==> config.mk <==
export PLATFORM = sky130hd
export DESIGN_NAME = wdt_keyed
export DESIGN_NICKNAME = d
export VERILOG_FILES = /design/src/rtl/wdt_keyed_pkg.sv /design/src/rtl/wdt_keyed_regs.sv /design/src/rtl/wdt_keyed_presc.sv /design/src/rtl/wdt_keyed_count.sv /design/src/rtl/wdt_keyed_pulse.sv /design/src/rtl/wdt_keyed.sv
export SDC_FILE = /design/constraint.sdc
export NUM_CORES = 1
export LEC_CHECK = 0
export ABC_AREA = 1
export BUFFER_PORTS_ARGS = -buffer_cell sky130_fd_sc_hd__buf_4
export CORE_AREA = 4 4 87 56
export DETAILED_ROUTE_END_ITERATION = 8
export DIE_AREA = 0 0 91 60
export PLACE_DENSITY_LB_ADDON = 0.15
export SLEW_MARGIN = 30
export SYNTH_ARGS = -nofsm -noshare
export SYNTH_HDL_FRONTEND = slang
export SYNTH_SLANG_ARGS = --single-unit
==> constraint.sdc <==
create_clock -name clk -period 4 [get_ports clk]
set_input_delay 0.4 -clock clk [delete_from_list [all_inputs] [get_ports clk]]
set_output_delay 0.4 -clock clk [all_outputs]
set_load 0.005 [all_outputs]
==> src/rtl/wdt_keyed_pkg.sv <==
package wdt_keyed_pkg;
  localparam int DATA_W = 16;
  localparam int SEL_W  = 3;
  localparam int NCODE  = 1 << SEL_W;

  localparam logic [2:0] OFS_CTRL = 3'd0;
  localparam logic [2:0] OFS_CNT  = 3'd2;
  localparam logic [2:0] OFS_RSTC = 3'd4;

  localparam logic [7:0]  KEY_CTRL  = 8'hA5;
  localparam logic [7:0]  KEY_CNT   = 8'h5A;
  localparam logic [7:0]  KEY_RSTC  = 8'h5A;
  localparam logic [15:0] WORD_CLR  = 16'hA500;

  typedef struct packed {
    logic             wd;
    logic             run;
    logic [SEL_W-1:0] div;
  } ctrl_t;

  function automatic int unsigned div_log2(input int unsigned code);
    case (code)
      0:       return 0;
      1:       return 2;
      2:       return 4;
      3:       return 5;
      4:       return 6;
      5:       return 8;
      6:       return 10;
      default: return 14;
    endcase
  endfunction
endpackage

==> src/rtl/wdt_keyed_regs.sv <==
module wdt_keyed_regs
  import wdt_keyed_pkg::*;
#(
  parameter int ADDR_W = 3,
  parameter int CNT_W  = 8
) (
  input  logic              clk,
  input  logic              rst_n,
  input  logic [ADDR_W-1:0] bus_addr,
  input  logic              bus_we,
  input  logic [DATA_W-1:0] bus_wdata,
  input  logic              bus_re,
  input  logic [CNT_W-1:0]  cnt_val,
  input  logic              flag_evt,
  output logic [DATA_W-1:0] bus_rdata,
  output ctrl_t             ctrl,
  output logic              rste,
  output logic              ovf,
  output logic              armed,
  output logic              cnt_load,
  output logic [CNT_W-1:0]  cnt_ldval
);
  localparam int KEY_LSB = DATA_W - 8;

  logic [7:0] key;
  logic       at_ctrl, at_cnt, at_rstc;
  logic       ctrl_wr, rstc_wr, clr_wr, rstc_rd;

  assign key      = bus_wdata[DATA_W-1:KEY_LSB];
  assign at_ctrl  = (bus_addr == ADDR_W'(OFS_CTRL));
  assign at_cnt   = (bus_addr == ADDR_W'(OFS_CNT));
  assign at_rstc  = (bus_addr == ADDR_W'(OFS_RSTC));

  assign ctrl_wr  = bus_we && at_ctrl && (key == KEY_CTRL);
  assign cnt_load = bus_we && at_cnt  && (key == KEY_CNT);
  assign rstc_wr  = bus_we && at_rstc && (key == KEY_RSTC);
  assign clr_wr   = bus_we && at_rstc && (bus_wdata == WORD_CLR);
  assign rstc_rd  = bus_re && at_rstc;
  assign cnt_ldval = bus_wdata[CNT_W-1:0];

  always_ff @(posedge clk or negedge rst_n) begin
    if (!rst_n) begin
      ctrl <= '0;
      rste <= 1'b0;
    end else begin
      if (ctrl_wr) begin
        ctrl.wd  <= bus_wdata[6];
        ctrl.run <= bus_wdata[5];
        ctrl.div <= bus_wdata[SEL_W-1:0];
      end
      if (rstc_wr) rste <= bus_wdata[6];
    end
  end

  // Flag and its read-arm: a fresh set wins over a clear and drops any arm.
  always_ff @(posedge clk or negedge rst_n) begin
    if (!rst_n) begin
      ovf   <= 1'b0;
      armed <= 1'b0;
    end else if (flag_evt) begin
      ovf   <= 1'b1;
      armed <= 1'b0;
    end else if (clr_wr && armed) begin
      ovf   <= 1'b0;
      armed <= 1'b0;
    end else if (rstc_rd && ovf) begin
      armed <= 1'b1;
    end
  end

  always_comb begin
    bus_rdata = '0;
    if (at_ctrl) begin
      bus_rdata[6]         = ctrl.wd;
      bus_rdata[5]         = ctrl.run;
      bus_rdata[SEL_W-1:0] = ctrl.div;
    end else if (at_cnt) begin
      bus_rdata[CNT_W-1:0] = cnt_val;
    end else if (at_rstc) begin
      bus_rdata[7] = ovf;
      bus_rdata[6] = rste;
    end
  end
endmodule

==> src/rtl/wdt_keyed_presc.sv <==
module wdt_keyed_presc
  import wdt_keyed_pkg::*;
#(
  parameter int PRE_W = 14
) (
  input  logic             clk,
  input  logic             rst_n,
  input  logic             run,
  input  logic [SEL_W-1:0] div_sel,
  input  logic             restart,
  output logic             tick
);
  logic [PRE_W-1:0] phase;
  logic [NCODE-1:0] hit;

  for (genvar g = 0; g < NCODE; g++) begin : g_lim
    localparam int unsigned LIM = (32'd1 << div_log2(g)) - 32'd1;
    assign hit[g] = (phase >= LIM[PRE_W-1:0]);
  end

  assign tick = run && hit[div_sel];

  always_ff @(posedge clk or negedge rst_n) begin
    if (!rst_n)                     phase <= '0;
    else if (!run || restart || tick) phase <= '0;
    else                            phase <= phase + 1'b1;
  end
endmodule

==> src/rtl/wdt_keyed_count.sv <==
module wdt_keyed_count #(
  parameter int CNT_W = 8
) (
  input  logic             clk,
  input  logic             rst_n,
  input  logic             tick,
  input  logic             load,
  input  logic [CNT_W-1:0] load_val,
  output logic [CNT_W-1:0] cnt,
  output logic             wrap
);
  assign wrap = tick && !load && (&cnt);

  always_ff @(posedge clk or negedge rst_n) begin
    if (!rst_n)    cnt <= '0;
    else if (load) cnt <= load_val;
    else if (tick) cnt <= cnt + 1'b1;
  end
endmodule

==> src/rtl/wdt_keyed_pulse.sv <==
module wdt_keyed_pulse #(
  parameter int HOLD = 16
) (
  input  logic clk,
  input  logic rst_n,
  input  logic fire,
  output logic pulse
);
  localparam int HW = $clog2(HOLD + 1);
  logic [HW-1:0] left;

  assign pulse = (left != '0);

  always_ff @(posedge clk or negedge rst_n) begin
    if (!rst_n)            left <= '0;
    else if (pulse)        left <= left - 1'b1;
    else if (fire)         left <= HW'(HOLD);
  end
endmodule

==> src/rtl/wdt_keyed.sv <==
module wdt_keyed
  import wdt_keyed_pkg::*;
#(
  parameter int ADDR_W = 3,
  parameter int CNT_W  = 8,
  parameter int PRE_W  = 14,
  parameter int HOLD   = 16
) (
  input  logic              clk,
  input  logic              rst_n,
  input  logic [ADDR_W-1:0] bus_addr,
  input  logic              bus_we,
  input  logic [15:0]       bus_wdata,
  input  logic              bus_re,
  output logic [15:0]       bus_rdata,
  output logic              sys_rst_out
);
  ctrl_t            ctrl;
  logic             rste, ovf_flag, rd_armed;
  logic             cnt_load, tick, wrap, flag_evt, fire;
  logic [CNT_W-1:0] cnt_ldval, cnt_val;

  assign flag_evt = wrap && ctrl.wd;
  assign fire     = flag_evt && rste;

  wdt_keyed_regs #(.ADDR_W(ADDR_W), .CNT_W(CNT_W)) u_regs (
    .clk(clk), .rst_n(rst_n), .bus_addr(bus_addr), .bus_we(bus_we),
    .bus_wdata(bus_wdata), .bus_re(bus_re), .cnt_val(cnt_val),
    .flag_evt(flag_evt), .bus_rdata(bus_rdata), .ctrl(ctrl), .rste(rste),
    .ovf(ovf_flag), .armed(rd_armed), .cnt_load(cnt_load),
    .cnt_ldval(cnt_ldval)
  );

  wdt_keyed_presc #(.PRE_W(PRE_W)) u_presc (
    .clk(clk), .rst_n(rst_n), .run(ctrl.run), .div_sel(ctrl.div),
    .restart(cnt_load), .tick(tick)
  );

  wdt_keyed_count #(.CNT_W(CNT_W)) u_count (
    .clk(clk), .rst_n(rst_n), .tick(tick), .load(cnt_load),
    .load_val(cnt_ldval), .cnt(cnt_val), .wrap(wrap)
  );

  wdt_keyed_pulse #(.HOLD(HOLD)) u_pulse (
    .clk(clk), .rst_n(rst_n), .fire(fire), .pulse(sys_rst_out)
  );
endmodule

# [Word level (Yosys, flattened, before mapping)]
# Index checks and enable logic that the tools add are counted.
[word_totals] register_bits=35 input_bits=23 output_inout_bits=17 word_cells=71
[classes] addsub=3 n_lt_le_gt_ge=9 eq_ne=5 muxes=19 reduce_logical=26
[ops] operator="== test 16 bit (second input constant)" count=1
[ops] operator="2-to-1 mux 8 bit" count=2
[ops] operator="logical AND 1 bit" count=15
[ops] operator="adder 14 x 1 -> 14 bit (second input constant)" count=1
[ops] operator="greater-or-equal comparator 14 x 1 -> 1 bit (second input constant)" count=1
[ops] operator="greater-or-equal comparator 14 x 10 -> 1 bit (second input constant)" count=1
[ops] operator="greater-or-equal comparator 14 bit (second input constant)" count=1
[ops] operator="greater-or-equal comparator 14 x 2 -> 1 bit (second input constant)" count=1
[ops] operator="greater-or-equal comparator 14 x 4 -> 1 bit (second input constant)" count=1
[ops] operator="greater-or-equal comparator 14 x 5 -> 1 bit (second input constant)" count=1
[ops] operator="greater-or-equal comparator 14 x 6 -> 1 bit (second input constant)" count=1
[ops] operator="greater-or-equal comparator 14 x 8 -> 1 bit (second input constant)" count=1
[ops] operator="2-to-1 mux 14 bit" count=1
[ops] operator="2-to-1 mux 5 bit" count=2
[ops] operator="adder 8 x 1 -> 8 bit (second input constant)" count=1
[ops] operator="== test 8 x 7 -> 1 bit (second input constant)" count=1
[ops] operator="== test 8 bit (second input constant)" count=1
[ops] operator="2-to-1 mux 2 bit" count=4
[ops] operator="AND reduction 8 bit" count=1
[ops] operator="2-to-1 mux 1 bit" count=7
[ops] operator="2-to-1 mux 6 bit" count=1
[ops] operator="nonzero test 2 bit" count=3
[ops] operator="nonzero test 5 bit" count=1
[ops] operator="subtractor 5 x 1 -> 5 bit (second input constant)" count=1
[ops] operator="9 further kinds" count=11

# [Logic depth before layout (Yosys ltp)]
# Gate-level depths: netlist (run 1).
[logic_depth] ltp_word=10 depth_mapped=14 depth_no_buf=14

# [Modules after synthesis]
# From an unflattened synthesis (run 1), not the netlist that was laid out.
[hier_totals] hier_cells=344 hier_area_um2=2496.1
[by_module_without_submodules] module="wdt_keyed_presc" instances=1 cells_each=115 area_per_inst_um2=892.1 seq_area_each_um2=350.3
[by_module_without_submodules] module="wdt_keyed_regs" instances=1 cells_each=124 area_per_inst_um2=784.5 seq_area_each_um2=200.2
[by_module_without_submodules] module="wdt_keyed_count" instances=1 cells_each=67 area_per_inst_um2=523.0 seq_area_each_um2=200.2
[by_module_without_submodules] module="wdt_keyed_pulse" instances=1 cells_each=34 area_per_inst_um2=279.0 seq_area_each_um2=125.1
[by_module_without_submodules] module="wdt_keyed" instances=1 cells_each=4 area_per_inst_um2=17.5 seq_area_each_um2=0.0

# [Worst setup path after synthesis (run 1)]
# No wires, ideal clock.
[synth_path] path_kind="register to register" startpoint="register u_presc.phase[0]" endpoint="register u_presc.phase[8]" setup_time_ns=0.080 t_arrival_ns=1.634 t_required_ns=3.920 setup_slack_ns=2.286 stages_incl_launch_ff=12 n_path_buf=1 period_less_slack_ns=1.714 cell_sequence="dfrtp_1 ha_1 nand3_1 nand2_1 o21ai_0 inv_1 nor2_2 nor2_2 a21oi_4 nand2_4 buf_6 nor3_2"
[synth_between] elab_chain_cells=6 word_cells_on_any_way=14 classes_between="add/sub: 1; order compare: 8; mux: 3; reduce/logical: 2"
[synth_lines] item="from (decl)" line="wdt_keyed_presc.sv:13" rtl="logic [PRE_W-1:0] phase;"
[synth_lines] item="from (signal assigned)" line="wdt_keyed_presc.sv:26" rtl="else phase <= phase + 1'b1;"
[synth_lines] item="greater-or-equal comparator 14 x 1 -> 1 bit, or another cell as far along" line="wdt_keyed_presc.sv:18" rtl="assign hit[g] = (phase >= LIM[PRE_W-1:0]);"
[synth_lines] item="binary-select mux 1 bit (select 3 bit)" line="wdt_keyed_presc.sv:21" rtl="assign tick = run && hit[div_sel];"
[synth_lines] item="2-to-1 mux 1 bit (not written as such)" line="wdt_keyed_presc.sv:21"
[synth_lines] item="logical AND 1 bit" line="wdt_keyed_presc.sv:21"
[synth_lines] item="logical OR 1 bit" line="wdt_keyed_presc.sv:25" rtl="else if (!run || restart || tick) phase <= '0;"
[synth_lines] item="2-to-1 mux 14 bit (*)" line="wdt_keyed_presc.sv:25"
# Every way passes the cells marked *; elsewhere a longest branch is shown, timed or not. The select of a mux whose other input is x is not followed.
# A chain may end at the register's enable or synchronous reset.

# [Final worst setup path (run 1)]
[layout_path] startpoint="input port bus_addr[2]" endpoint="output port bus_rdata[6]"
[layout_between] elab_chain_cells=4 word_cells_on_any_way=6 classes_between="eq/ne: 2; mux: 3; reduce/logical: 1"
[layout_lines] item="from (decl)" line="wdt_keyed.sv:11" rtl="input logic [ADDR_W-1:0] bus_addr,"
[layout_lines] item="== test 3 bit" line="wdt_keyed_regs.sv:32" rtl="assign at_rstc = (bus_addr == ADDR_W'(OFS_RSTC));"
[layout_lines] item="2-to-1 mux 2 bit" line="wdt_keyed_regs.sv:79" rtl="end else if (at_rstc) begin"
[layout_lines] item="2-to-1 mux 2 bit" line="wdt_keyed_regs.sv:77" rtl="end else if (at_cnt) begin"
[layout_lines] item="2-to-1 mux 2 bit (*)" line="wdt_keyed_regs.sv:73" rtl="if (at_ctrl) begin"
[layout_lines] item="to (decl)" line="wdt_keyed.sv:15" rtl="output logic [15:0] bus_rdata,"
# Every way passes the cells marked *; elsewhere a longest branch is shown, timed or not.

==> flow_summary_export.csv, run 1 <==
group,metric,value,unit
status,status,"complete, no violations",
detailed_routing,drc_errors,0,
die,initial_core_util,0.5395,
sta,min_period,2205,ps
setup_path,crit_fanout,6,
pwr,p_sw,0.1654,mW
place,portBuffers,31,
hold_path,hold_path_class,"in2async",
logic_synthesis,synth_top_cell_area_share,0.4005,
clocking,cts_root_buffer,"clkbuf_8",
die,placementRows,18,
sta,setup_viol_count_final,0,
global_routing,grt_max_degree,36,
sta,rsz0062_at_grt,"false",
sta,finalSetupTns,0,ps
logic_synthesis,yosys_warnings,0,
sta,maxClockFrequency,0.4535,GHz
pwr,vdd_ir_drop_max,0.2456,mV
clocking,clock-sinks,35,
logic_synthesis,ys_async_sr_fraction,1.000,
clocking,htree_levels,2,
cells_and_area,num-nets-final,349,
global_routing,grt_pass1_vias,1783,
clocking,cts_tree,"yes",
setup_path,arrival,1810,ps
pwr,p_seq_frac,0.484,
pwr,p_leak,1.198,nW
logic_synthesis,synth_ff_type,"dfrtp_1",
cells_and_area,final_cells,374,
logic_synthesis,yosysTopAreaCell,"dfrtp_1",
place,place_inst,366,
clocking,cts_buffer_depth,2,
place,globalplace.congestion,0.9474,
global_routing,grt_antenna_before_repair,0,
setup_path,required,3600,ps
detailed_routing,vias,1996,
global_routing,grt_pass1_wl,8.411,mm
setup_path,worstPathCellList,"buf_4 > nor3_1 > inv_1 > o211ai_1 > buf_4",
pwr,p_int,0.5811,mW
logic_synthesis,syn_avg_cell_area,7.621,sq um
detailed_routing,met2_length,2.162,mm
logic_synthesis,syn_inst,287,
sta,tightest_slew,719.2,ps
detailed_routing,drt_iter0_drc,153,
detailed_routing,dr_wl_met3,366,um
die,core_area,4054,sq um
clocking,post_cts_buffers,0,
logic_synthesis,ys_types,34,
sta,hold_ws,56.46,ps
pwr,power_frac_clock,0.445,
die,die_w,91,um
sta,slew_headroom,0.5168,
cells_and_area,drive_gt1_frac,0.1914,
clocking,clk_pin_slew,70,ps
cells_and_area,syn_to_final_growth,16.82,%
logic_synthesis,synth_edf_count,0,
sta,finalMaxSlewViolations,0,
detailed_routing,top_layer_used,"met4",
detailed_routing,antenna_left,0,
sta,finalClockSkew,8.595,ps
detailed_routing,wl_per_cell,13.97,um
die,die_h,60,um
cells_and_area,n_antenna_cell,0,
setup_path,critPathLaunchType,"input port",
clocking,cts_resized,0,
clocking,cts_made_buffers,5,
flow_run,cap_violations,0,
setup_path,cp-end-kind,"primary output",
place,place_hpwl,3.979,mm
setup_path,path_common_cell,"buf_4",
die,io_pins,40,
sta,finalHoldViolCount,0,
clocking,clk_latency,290,ps
logic_synthesis,yosysSeqAreaShare,0.4005,
global_routing,grt-ovfl-total,0,
detailed_routing,wirelength,5.226,mm
clocking,ctsHoldBuffers,0,
setup_path,path_class,"in2out",
setup_path,crit_path_top_delay_cell,"nor3_1",
sta,fin_crit_sh,0.5513,
die,dieArea,5460,sq um
detailed_routing,viasPerCell,5.337,
pwr,p_per_area,292.2,nW/um^2
pwr,combPwrFrac,0.071,
pwr,switching_share,0.2215,
global_routing,grt.total_usage,0.1989,
logic_synthesis,syn_area,2187,sq um
setup_path,slowest_delay,600,ps
detailed_routing,m1WireLength,2.680,mm
logic_synthesis,ys_top_cells_by_area,"dfrtp_1 (40%), nand2_1 (9.1%), inv_1 (7.9%)",
logic_synthesis,ys_ff_latch,35,
detailed_routing,dr.pass1.iters,5,
cell families after synthesis:
logic type	Yosys count	share of synthesized area
compound gates	33	0.1001
simple gates	149	0.3295
other cells	1	0.001715
fa+ha+maj	3	0.01716
xor+xnor	9	0.03604
buf+inv	57	0.1150
flops	35	0.4005
registers in the layout, indices dropped and copies added (netlist names):
register,count
u_pulse.left,5
u_presc.phase,14
u_regs.ovf,1
u_regs.ctrl,5
u_regs.rste,1
u_count.cnt,8
u_regs.armed,1
worst max-delay path, delay by kind of cell:
family | cells | cell delay [ps]
simple gates | 1 | 600
buf+inv | 3 | 550
compound gates | 1 | 250
synthesized netlist by cell type, types with 6 or more instances:
cell       n
inv_1     46
nor2_1    32
o211ai_1   6
nor3_1     8
nand2_1   53
xor2_1     8
nand3_1   23
dfrtp_1   35
buf_4      8
o21ai_0   12
power groups by stage:
stage | clock network, mW | logic [mW] | registers [mW]
floorplan | 0 | 0.0242 | 0.367
global placement | 0 | 0.0523 | 0.368
detailed placement | 0 | 0.0525 | 0.368
CTS | 0.338 | 0.0526 | 0.361
global route | 0.356 | 0.0592 | 0.362
finish | 0.332 | 0.0530 | 0.362
path summary, 6_finish.rpt:
kind                       cells past startpoint  slack [ps]             start               end
min reg2reg                                    1         460  u_presc.phase[0]  u_presc.phase[0]
max reg2reg                                   12        1990  u_presc.phase[0]  u_presc.phase[4]
min                                            1          60             rst_n  u_presc.phase[0]
min in group clk                               3         370      bus_wdata[7]    u_count.cnt[7]
max in group asynchronous                      1        3620             rst_n      u_regs.armed
max                                            5        1790       bus_addr[2]      bus_rdata[6]
layer usage:
metal | vias to the layer above | track usage
li1 | 996 | -
met4 | 0 | 0.04506
met3 | 2 | 0.05157
met2 | 76 | 0.2971
met5 | - | 0
met1 | 922 | 0.2911
per-stage QoR:
| stage | util | cell area, sq um | setup WS, ps | power (mW) |
|---|---|---|---|---|
| after CTS | 0.6302 | 2555 | 1855 | 0.7522 |
| after detailed placement | 0.6012 | 2437 | 1871 | 0.4205 |
| final | 0.6302 | 2555 | 1795 | 0.7465 |
| after global placement | 0.6012 | 2437 | 1881 | 0.4205 |
| after global routing | 0.6302 | 2555 | 1729 | 0.7766 |
| after floorplan | - | 2213 | 2286 | 0.3912 |
cells in the final DEF, fill, tap and decap left out, types with 2 or more instances in the layout:
cell type,n
nor3_1,8
o221ai_1,3
nor2_1,32
o21ai_0,12
ha_1,3
nand4_1,5
nand3_2,3
o211ai_1,6
a21oi_2,2
dfrtp_1,35
nand3_1,23
clkbuf_8,6
a21oi_1,4
o22ai_1,3
conb_1,8
buf_4,31
inv_2,2
nand2_1,53
nor2_2,5
nand2_2,3
nor3_2,3
nor3b_1,4
nor4_1,5
inv_1,46
xor2_1,8
cell type report:
cell class / count / area [sq um]
clock buffer: 6 / 82.58
clock inverter: 2 / 35.03
fill: 359 / 1499
inverter: 48 / 180.2
multi-input combinational: 202 / 1086
sequential: 35 / 875.8
tap: 50 / 62.56
timing repair buffer: 31 / 232.7
(Power assumes the default switching activity.)
==> inputs of run 2 (changes only) <==
- ABC_AREA: 1 -> 0
- CORE_AREA: 4 4 87 56 -> 4 4 86 56
- DIE_AREA: 0 0 91 60 -> 0 0 90 60
- clock period: 4 -> 2.2 ns (I/O delays scaled with it)
==> run 2 against run 1 <==
Sequential power grew 86%. First-iteration DRC count fell by 46%. Clock-buffer cell count stayed put. Global-route usage is 0.60 points lower. Total power increased by 92%. Cell count shrank 14%. Sequential share of layout area rose by 0.084 points. Clock skew increased by 4.0 ps. Largest power group unchanged. Highest routed layer unchanged.
==> flow_summary_export.csv, run 2 <==
group,metric,value,unit
status,status,"complete, no violations",
pwr,power_frac_clock,0.416,
sta,finalHoldViolCount,0,
logic_synthesis,synth_commonest_cells,"dfrtp_1 (35), nor2_1 (32), nand3_1 (20)",
place,globalplace.congestion,0.8501,
place,place_hpwl,3.649,mm
detailed_routing,antenna_left,0,
global_routing,grt_antenna_before_repair,0,
detailed_routing,wl_per_cell,15.01,um
pwr,finalPower,1.435,mW
pwr,p_leak,1.152,nW
pwr,p_int,1.102,mW
logic_synthesis,synth_compound_gate_area_share,0.08440,
logic_synthesis,syn_avg_cell_area,9.070,sq um
setup_path,path_class,"reg2reg",
logic_synthesis,syn_inst,237,
cells_and_area,final_cell_mix,"dfrtp_1 (35), buf_4 (34), nor2_1 (32)",
logic_synthesis,yosysSeqAreaShare,0.4075,
sta,maxClockFrequency,0.4836,GHz
die,dieArea,5400,sq um
pwr,vdd_ir_drop_max,0.3872,mV
detailed_routing,drt_iter0_drc,82,
setup_path,arrival,2240,ps
logic_synthesis,synth_xor_xnor_area_share,0.06112,
cells_and_area,regMostFlops,"u_presc.phase",
cells_and_area,drive_gt1_frac,0.2132,
cells_and_area,regArea,875.8,sq um
clocking,htree_levels,2,
pwr,p_per_area,562.9,nW/um^2
hold_path,hold_path_class,"in2reg",
die,placementRows,18,
sta,setup_viol_count_final,0,
clocking,clock-sinks,35,
logic_synthesis,yosysTopAreaCell,"dfrtp_1",
global_routing,grt_pass1_vias,1566,
hold_path,worst_hold_startpoint,"bus_wdata[3]",
setup_path,r2r_setup_slack,130,ps
setup_path,reg2reg_to,"u_count.cnt[2]",
flow_run,cap_violations,0,
cells_and_area,n_antenna_cell,0,
detailed_routing,dr.pass1.iters,4,
clocking,cts_buffer_depth,2,
clocking,cts_tree,"yes",
logic_synthesis,ys_async_sr_fraction,1.000,
die,die_w,90,um
setup_path,crit_path_top_delay_cell,"dfrtp_1",
pwr,combPwrFrac,0.115,
logic_synthesis,synth_top_cell_area_share,0.4075,
global_routing,grt_max_degree,36,
cells_and_area,largest_reg_flops,14,
logic_synthesis,synth_ff_type,"dfrtp_1",
logic_synthesis,ys_ff_latch,35,
pwr,switching_share,0.2321,
sta,finalSetupTns,0,ps
cells_and_area,reg.largest.list,"u_presc.phase: 14 flops, u_count.cnt: 8 flops",
sta,finalMaxSlewViolations,0,
setup_path,slowest_delay,420,ps
detailed_routing,drc_errors,0,
setup_path,crit_buf_inv,1,
logic_synthesis,synth_top_family_by_area,"simple AND/OR/NAND/NOR gates",
logic_synthesis,ys_top_cells_by_area,"dfrtp_1 (41%), nor2_1 (5.6%), mux2i_1 (4.7%)",
pwr,p_sw,0.3330,mW
logic_synthesis,yosys_warnings,0,
detailed_routing,wirelength,4.833,mm
logic_synthesis,synth.most_common_cell,"dfrtp_1",
setup_path,cp-end-kind,"flip-flop",
logic_synthesis,synth.area.mux_share,0.07800,
setup_path,critPathLaunchType,"flip-flop",
setup_path,crit_family,"simple AND/OR/NAND/NOR gates",
detailed_routing,vias,1739,
place,portBuffers,31,
sta,fin_crit_sh,0.9399,
detailed_routing,viasPerCell,5.401,
clocking,clk_latency,290,ps
die,die_h,60,um
sta,min_period,2068,ps
global_routing,grt_pass1_wl,8.079,mm
pwr,p_seq_frac,0.469,
hold_path,min_to,"u_count.cnt[3]",
cells_and_area,num-nets-final,297,
cells_and_area,multiInputGateArea,1174,sq um
sta,rsz0062_at_grt,"false",
hold_path,hold_depth,3,
die,initial_core_util,0.5392,
die,core_area,3986,sq um
logic_synthesis,synth_edf_count,0,
sta,hold_ws,147.5,ps
sta,finalClockSkew,12.64,ps
clocking,cts_made_buffers,5,
logic_synthesis,syn_area,2150,sq um
cells_and_area,final_common_cell,"dfrtp_1",
cells_and_area,fillers,355,
die,io_pins,40,
setup_path,required,2370,ps
setup_path,r2r_start,"u_presc.phase[0]",
setup_path,worstPathCellList,"ha_2 > and4_1 > and3_2 > a21oi_2 > o32ai_2 > buf_12 > and3_1 > o31a_1",
setup_path,r2r_cells,8,
cells_and_area,syn_to_final_growth,18.57,%
logic_synthesis,ys_types,45,
global_routing,grt-ovfl-total,0,
global_routing,grt.total_usage,0.1929,
clocking,cts_root_buffer,"clkbuf_8",
logic_synthesis,synthAdderAreaFrac,0.01746,
logic_synthesis,synth_simple_gate_area_frac,0.2858,
clocking,clk_pin_slew,80,ps
setup_path,crit_fanout,13,
## run 2: cell count changes after synthesis, moves of 4 or more
| cell | delta |
|---|---|
| inv_1 | -37 |
| nand2_1 | -37 |
| mux2i_1 | +10 |
| and3_1 | +9 |
| xnor2_1 | +8 |
| mux2_2 | +6 |
| o21ai_0 | -6 |
| nor2_2 | -5 |
| o211ai_1 | -5 |
| and2_1 | +4 |
| buf_2 | +4 |
| nor3b_1 | -4 |
## run 2: stage by stage
step,instances,setup slack (ps),utilization,cell area (sq um)
final,322,132.2,0.6394,2549
after global routing,322,2.675,0.6394,2549
after CTS,322,72.46,0.6365,2537
after detailed placement,313,95.52,0.6045,2410
after global placement,313,147.6,0.6045,2410
after floorplan,244,320.8,-,2176
## run 2: layout make-up
cell class / instances / share of cell area
clock buffer: 6 / 0.03240
sequential: 35 / 0.3436
inverter: 9 / 0.01325
timing repair buffer: 36 / 0.1119
tap: 50 / 0.02455
clock inverter: 2 / 0.01375
multi-input combinational: 184 / 0.4605
## run 2: worst min-delay path, cell delays in order
cell	delay [ps]
buf_4	80
nand2_1	40
nand3_1	60
## run 2: worst max-delay path by stage
| stage | from | endpoint | cells after the start |
|---|---|---|---|
| finish | u_presc.phase[0] | u_count.cnt[2] | 8 |
| CTS | u_presc.phase[0] | u_count.cnt[2] | 8 |
| global placement | u_presc.phase[0] | u_count.cnt[2] | 8 |
| global route | u_presc.phase[10] | u_count.cnt[2] | 7 |
| floorplan | u_presc.phase[0] | u_count.cnt[2] | 8 |
| detailed placement | u_presc.phase[0] | u_count.cnt[2] | 8 |
## run 2: what timing repair did
item                                    4_1_cts  5_1_grt
gates resized for setup                       0        2
hold endpoints to repair                     35        0
buffers inserted                              0        0
hold buffers                                  1        0
endpoints found under the setup margin        0        3
## run 2: kinds of logic (layout without fill, tap and decap cells)
group                      after synthesis  in the layout
and+or+nand+nor                        116            116
DFF                                     35             35
AOI/OAI and AO/OA                       26             26
buffers and inverters                   25             53
muxes                                   16             16
xor gates and xnor gates                15             15
adders and majority gates                3              3
other                                    1              8
## run 2: per-layer routing
| metal | track usage | vias up | wire length (um) |
|---|---|---|---|
| met5 | 0.03704 | - | 0 |
| met4 | 0.04575 | 0 | 34 |
| met3 | 0.05157 | 4 | 282 |
| met2 | 0.2442 | 47 | 1822 |
| met1 | 0.3102 | 805 | 2694 |
| li1 | - | 883 | - |
## run 2: power groups by stage
stage / Combinational (mW) / Clock [mW] / Sequential, mW
floorplan: 0.0974 / 0 / 0.681
global placement: 0.161 / 0 / 0.684
detailed placement: 0.163 / 0 / 0.685
CTS: 0.166 / 0.609 / 0.672
global route: 0.185 / 0.637 / 0.676
finish: 0.166 / 0.596 / 0.673
==> inputs of run 3 (changes only) <==
- PLACE_DENSITY_LB_ADDON: 0.15 -> 0.2
==> run 3 against run 2 <==
Non-clock buffer count is the same. Register-to-register slack barely moved. Largest power group unchanged. Worst hold slack improved by 1.6 ps. Global-route usage shrank 0.55 points. Die area is the same. Critical path depth down 1. Maximum frequency increased by 0.12%. Sequential share of layout area is 0.36 points higher. Cell count is the same.
==> flow_summary_export.csv, run 3 (synthesis results as in run 2) <==
group,metric,value,unit
die,die_h,60,um
hold_path,hold_path_class,"in2reg",
pwr,vdd_ir_drop_max,0.3720,mV
setup_path,arrival,2240,ps
place,portBuffers,31,
place,globalplace.congestion,0.8818,
sta,min_period,2065,ps
cells_and_area,syn_to_final_growth,17.35,%
global_routing,grt_antenna_before_repair,0,
global_routing,grt-ovfl-total,0,
detailed_routing,vias,1783,
die,core_area,3986,sq um
sta,fin_crit_sh,0.9388,
sta,finalMaxSlewViolations,0,
detailed_routing,viasPerCell,5.537,
setup_path,critPathLaunchType,"flip-flop",
sta,finalSetupTns,0,ps
cells_and_area,final_cell_mix,"dfrtp_1 (35), buf_4 (34), nor2_1 (32)",
clocking,cts_root_buffer,"clkbuf_8",
detailed_routing,antenna_left,0,
setup_path,cp-end-kind,"flip-flop",
global_routing,grt_pass1_vias,1638,
pwr,p_per_area,534.0,nW/um^2
setup_path,crit_fanout,10,
sta,setup_viol_count_final,0,
clocking,clk_pin_slew,70,ps
sta,finalHoldViolCount,0,
cells_and_area,n_antenna_cell,0,
clocking,post_cts_buffers,0,
cells_and_area,regMostFlops,"u_presc.phase",
clocking,cts_tree,"yes",
cells_and_area,drive_gt1_frac,0.2096,
die,initial_core_util,0.5392,
clocking,cts_buffer_depth,2,
place,place_hpwl,3.687,mm
global_routing,grt.total_usage,0.1874,
clocking,clock-sinks,35,
setup_path,path_class,"reg2reg",
detailed_routing,drt_iter0_drc,177,
flow_run,cap_violations,0,
sta,maxClockFrequency,0.4842,GHz
detailed_routing,wirelength,4.854,mm
clocking,htree_levels,2,
cells_and_area,fillers,352,
pwr,p_leak,1.140,nW
status,status,"complete, no violations",
cells_and_area,regArea,875.8,sq um
cells_and_area,reg.largest.list,"u_presc.phase: 14 flops, u_count.cnt: 8 flops",
detailed_routing,dr.pass1.iters,4,
detailed_routing,wl_per_cell,15.07,um
pwr,finalPower,1.347,mW
global_routing,grt_max_degree,36,
setup_path,required,2370,ps
die,die_w,90,um
cells_and_area,final_common_cell,"dfrtp_1",
sta,finalClockSkew,3.186,ps
detailed_routing,drc_errors,0,
cells_and_area,multiInputGateArea,1174,sq um
clocking,cts_made_buffers,5,
cells_and_area,num-nets-final,297,
global_routing,grt_pass1_wl,8.004,mm
clocking,clk_latency,280,ps
die,io_pins,40,
die,placementRows,18,
cells_and_area,largest_reg_flops,14,
die,dieArea,5400,sq um
sta,rsz0062_at_grt,"false",
[run 3: cell count changes in the layout (fill, tap and decap cells not counted), sizes merged]
cell,previous run,this run
bufinv,1,0
clkbuf,6,8
clkinv,1,0
[run 3: final timing paths]
path | start | slack, ps | cells after the start | endpoint
hold reg to reg | u_presc.phase[0] | 500 | 1 | u_presc.phase[0]
setup / recovery | u_presc.phase[10] | 130 | 7 | u_count.cnt[2]
max in group asynchronous | rst_n | 1460 | 2 | u_regs.ctrl[1]
min in group asynchronous | rst_n | 430 | 2 | u_presc.phase[13]
setup reg to reg | u_presc.phase[10] | 130 | 7 | u_count.cnt[2]
hold / removal | bus_wdata[3] | 150 | 3 | u_count.cnt[3]
[run 3: layout make-up]
cell class | instances | share of cell area
multi-input cells | 184 | 0.4653
repair buffers | 36 | 0.1096
clock buffers | 8 | 0.03968
flip-flops and latches | 35 | 0.3472
inverters | 9 | 0.01339
well taps | 50 | 0.02480
[run 3: what timing repair did]
| item | 4_1_cts | 5_1_grt |
|---|---|---|
| resized for setup | 0 | 3 |
| hold endpoints to repair | 35 | 0 |
| hold buffers | 1 | 0 |
| endpoints found under the setup margin | 0 | 5 |
[run 3: through the flow]
step	utilization	cell area (sq um)	hold slack, ps	cells	worst slack, ps
finish	0.6328	2522	149.1	322	134.6
global route	0.6328	2522	155.7	322	23.36
floorplan	-	2176	-75.59	244	320.8
global placement	0.6014	2397	198.7	313	134.0
detailed placement	0.6014	2397	199.6	313	92.03
CTS	0.6290	2507	151.7	322	80.82
[run 3: power by group]
group	leakage (nW)	switching (mW)	internal, mW	total (mW)
clock network	0.0515	0.223	0.286	0.509
logic	0.630	0.0888	0.0774	0.166
registers	0.459	0.0151	0.657	0.672
total	1.14	0.327	1.02	1.35
[run 3: routing by layer]
metal / wire (um) / vias up / GRT usage
met3: 324 / 4 / 0.05786
li1: - / 882 / -
met2: 1848 / 60 / 0.2463
met5: 0 / - / 0
met4: 26 / 0 / 0.03268
met1: 2655 / 837 / 0.2966
[run 3: worst max-delay path, cell delays in order (launching register included)]
cell and delay, ps:
dfrtp_1 460, nor4_4 380, nand3_1 150, nor3_2 270, o32ai_2 110, buf_6 160
and3_1 180, o31a_1 230
